**src/rtl/pfc_pkg.sv**
```systemverilog
package pfc_pkg;

  typedef enum logic {
    ST_HUNT  = 1'b0,
    ST_TRACK = 1'b1
  } pfc_state_e;

  // Value of the counting pattern at position idx, before truncation.
  function automatic int unsigned pat_value(input int unsigned base,
                                            input int unsigned step,
                                            input int unsigned idx);
    return base + idx * step;
  endfunction

endpackage

```
**src/rtl/pfc_tracker.sv**
```systemverilog
module pfc_tracker #(
  parameter int DATA_W  = 8,
  parameter int PAT_LEN = 16,
  localparam int AW     = (PAT_LEN > 1) ? $clog2(PAT_LEN) : 1
) (
  input  logic              clk,
  input  logic              rst_n,
  input  logic              accept,
  input  logic              sop_hit,
  input  logic [DATA_W-1:0] data,
  input  logic [DATA_W-1:0] exp_word,
  output logic [AW-1:0]     addr,
  output logic              tracking,
  output logic              err_pulse
);

  import pfc_pkg::*;

  localparam logic [AW-1:0] LAST = AW'(PAT_LEN - 1);

  pfc_state_e        state_q, state_d;
  logic [AW-1:0]     addr_q, addr_d;
  logic              err_d;
  logic              word_ok;
  logic [AW-1:0]     addr_next;

  assign word_ok   = (data == exp_word);
  assign addr_next = (addr_q == LAST) ? '0 : addr_q + AW'(1);

  always_comb begin
    state_d = state_q;
    addr_d  = addr_q;
    err_d   = 1'b0;
    if (accept) begin
      unique case (state_q)
        ST_HUNT: begin
          if (sop_hit) begin
            state_d = ST_TRACK;
            addr_d  = '0;
          end
        end
        ST_TRACK: begin
          if (word_ok) begin
            addr_d = addr_next;
          end else begin
            state_d = ST_HUNT;
            addr_d  = '0;
            err_d   = 1'b1;
          end
        end
        default: state_d = ST_HUNT;
      endcase
    end
  end

  always_ff @(posedge clk) begin
    if (!rst_n) begin
      state_q <= ST_HUNT;
      addr_q  <= '0;
    end else begin
      state_q <= state_d;
      addr_q  <= addr_d;
    end
  end

  assign addr      = addr_q;
  assign tracking  = (state_q == ST_TRACK);
  assign err_pulse = err_d;

endmodule

```
**config.mk**
```make
export PLATFORM = sky130hd
export DESIGN_NAME = pfc_tracker
export DESIGN_NICKNAME = d
export VERILOG_FILES = /design/src/rtl/pfc_pkg.sv /design/src/rtl/pfc_tracker.sv
export SDC_FILE = /design/constraint.sdc
export NUM_CORES = 1
export LEC_CHECK = 0
export ABC_AREA = 1
export BUFFER_PORTS_ARGS = -buffer_cell sky130_fd_sc_hd__clkbuf_2
export CORE_AREA = 5 5 42 44
export CTS_CLUSTER_DIAMETER = 100
export DETAILED_ROUTE_END_ITERATION = 7
export DIE_AREA = 0 0 47 49
export GPL_ROUTABILITY_DRIVEN = 0
export PLACE_DENSITY = 0.65
export SETUP_SLACK_MARGIN = 0.02
export SLEW_MARGIN = 20
export SYNTH_ARGS = -nofsm -noshare
export SYNTH_HDL_FRONTEND = slang
export SYNTH_SLANG_ARGS = --single-unit
export TNS_END_PERCENT = 50
```
**constraint.sdc**
```tcl
create_clock -name clk -period 1.3 [get_ports clk]
set_clock_uncertainty 0.1 [all_clocks]
set_input_delay 0.065 -clock clk [delete_from_list [all_inputs] [get_ports clk]]
set_output_delay 0.065 -clock clk [all_outputs]
set_load 0.1 [all_outputs]
```
==> metrics <==
CP max stage cell dfxtp_4; core area 0.001401 mm2; Least-Margin Pin Slew 285.5 ps; Synth-to-Final Area Change 80.37%; Crit. End Element primary output; global route total overflow 0; crit path DAT ~1100 ps; Die ar. 0.002303 mm2; Critical Path Start Type register; worst hold slack roughly 58 ps; CTS tree yes; All-Layer GR Usage approximately a tenth; Post-synth top cells nand2_1, inv_1, a21oi_1; number of flops mapped to enable cells by yosys 0; CP Cell Sequence nand2_4, a21oi_4, buf_12; Worst Path Buf+Inv 1; Filler cells approximately 150; syn_nets slightly below 90; initial antenna violation count 0; final wirelength roughly 1100 um; largest net degree at the start of global routing 8; Clk pwr share about a third; delay-heaviest family, CP flip-flops; Max VDD drop around 340 uV; remaining antenna violation count 0; register share of total power a little under a third; vias per cell 4.487; Max-cap violations 0; Via Count roughly 520; area of the multi-input gates between 200 and 300 um2; IO Pins 26; Die X about 47 um; setup_tns 0 ps; layout cells sized above 1 around 44%; cell-internal power between 0.0003 and 0.0004 W; Final period util 95.38%; NumNets Final between 100 and 150; reg2reg start addr[1]; Hold Startpoint accept; R2R Setup Slk 140 ps; Overall Power between 0.0005 and 0.0006 W; DR pass1 iterations 4; Hold EP tracking; Port-buffer cells 25; Sequential Area about 120 um2; worst reg2reg endpoint addr[0]; leading area contributor after synthesis dfxtp_1; Worst-Skew Late Latency 240 ps; CTS max path bufs 2; worst hold path type in -> reg; first-pass GRT wire length approximately 1800 um; distinct cell type count after synthesis 15; Final Setup Violations 0; CTS buffer count 3; max_slew headroom about 81%; worst-path maximum fanout 7; critical path class reg -> out; worst r2r path cells 6; die height approximately 49 um; synth top area cells dfxtp_1, nand2_1, inv_1; Iteration-0 DRC Markers 6; mapped cell area approximately 410 um2; Fmax between 0.8 and 0.9 GHz; Slew Viols, Final 0; net load switching power 0.0001708 W; antenna fix cells 0; FFs w/ async S/R, synth 0%; CP required about 1100 ps; RSZ-0062 raised after global routing true; post-synthesis area per instance ~6.1 um2; hold path depth 4; htree depth 1; most frequent cell after synthesis nand2_1; Synth top area share around 25%; Clock Pin Slew Worst Setup and Hold Paths 40 ps; Placed Instances around 110; Placement Cell Area a little under 700 um2; post-route minimum period around 1200 ps; Starting Density slightly below 30%; Synth Warn # 0; Top FF cell, synth dfxtp_1; status finished clean; #FFs+latches synth 5; switch share 33.29%; clock sink total 5; Final HPWL DP around 880 um; Root Buffer clkbuf_4; Design Area, Final about 740 um2; CP max stage delay roughly 400 ps; final non-filler cell total between 100 and 150; Cells after Synth 67; final-report hold violation count 0; DRC violations left 0; row cnt 14; power density over the cells between 600 and 700 mW/mm2; Leakage Power around 0.37 nW; DR WL/cell ~9.2 um; vias in the first global route 461; combinational fraction of design power 33.4%; sequential area share after synthesis approximately a quarter
[timing repair]
item,4_1_cts,5_1_grt
endpoints found under the setup margin,0,3
buffers inserted,0,2
hold buffers,1,0
gates resized for setup,0,2
hold endpoints to repair,4,0
[per-stage QoR]
stage	setup slack [ps]	util (%)
3_5_place_dp	118.4	48.39
6_report	60.09	52.50
5_1_grt	19.04	52.50
3_3_place_gp	156.3	48.39
2_1_floorplan	-225.5	-
4_1_cts	54.37	50.98
[worst min-delay path, delay by kind of cell]
family          cells  cell delay, ps
compound gates      1              40
simple gates        2             150
buf+inv             1             110
[cell families after synthesis]
kind of cell	count (synthesis)	synth area share, %
compound gates	9	11.96
xor+xnor	4	8.588
fa+ha+maj	1	3.067
buf+inv	12	11.04
flops	5	24.54
simple gates	36	40.80
[cell usage in the layout (no fill, tap or decap), drive strengths merged]
cell type / instances
nand2: 24
clkbuf: 23
inv: 12
buf: 8
a21oi: 6
nand4: 5
dfxtp: 5
nor2: 5
xnor2: 4
o21ai: 3
nand3: 1
or2: 1
ha: 1
dlygate4sd3: 1
[cell type report]
class,count,share of cell area (%)
Tap cell,16,2.721
Inverter,12,6.122
Timing Repair Buffer,28,30.95
Clock buffer,4,3.571
Sequential cell,5,16.16
Multi-Input combinational cell,50,40.48
[how the worst max path moves through the flow]
stage / from / end / cells after the start / slack [ps]
6_report: tracking / err_pulse / 3 / 60
5_1_grt: tracking / err_pulse / 3 / 20
4_1_cts: tracking / err_pulse / 3 / 50
3_5_place_dp: addr[0] / addr[0] / 6 / 120
3_3_place_gp: addr[0] / addr[3] / 6 / 160
2_1_floorplan: tracking / tracking / 3 / -230
[power by group through the flow]
stage / Combinational, W / Sequential (W) / Clock (W)
after CTS: 0.000168 / 0.000163 / 0.000188
after global placement: 0.000163 / 0.000165 / 0
final: 0.000171 / 0.000162 / 0.000179
after floorplan: 0.0000674 / 0.000194 / 0
after global routing: 0.000187 / 0.000163 / 0.000199
after detailed placement: 0.000166 / 0.000166 / 0
[metal layers]
layer | GRT usage, % | part of all wire (%) | vias to the layer above
met5 | 0 | 0 | -
met2 | 14.93 | 51 | 17
met3 | 2.952 | 7.4 | 5
li1 | - | - | 276
met4 | 8.295 | 3.8 | 0
met1 | 12.97 | 38 | 218
[state kept, by name, indices dropped and copies added (netlist names)]
register and cells:
tracking 1, addr 4
No activity file was read; power rests on OpenSTA's default activity.
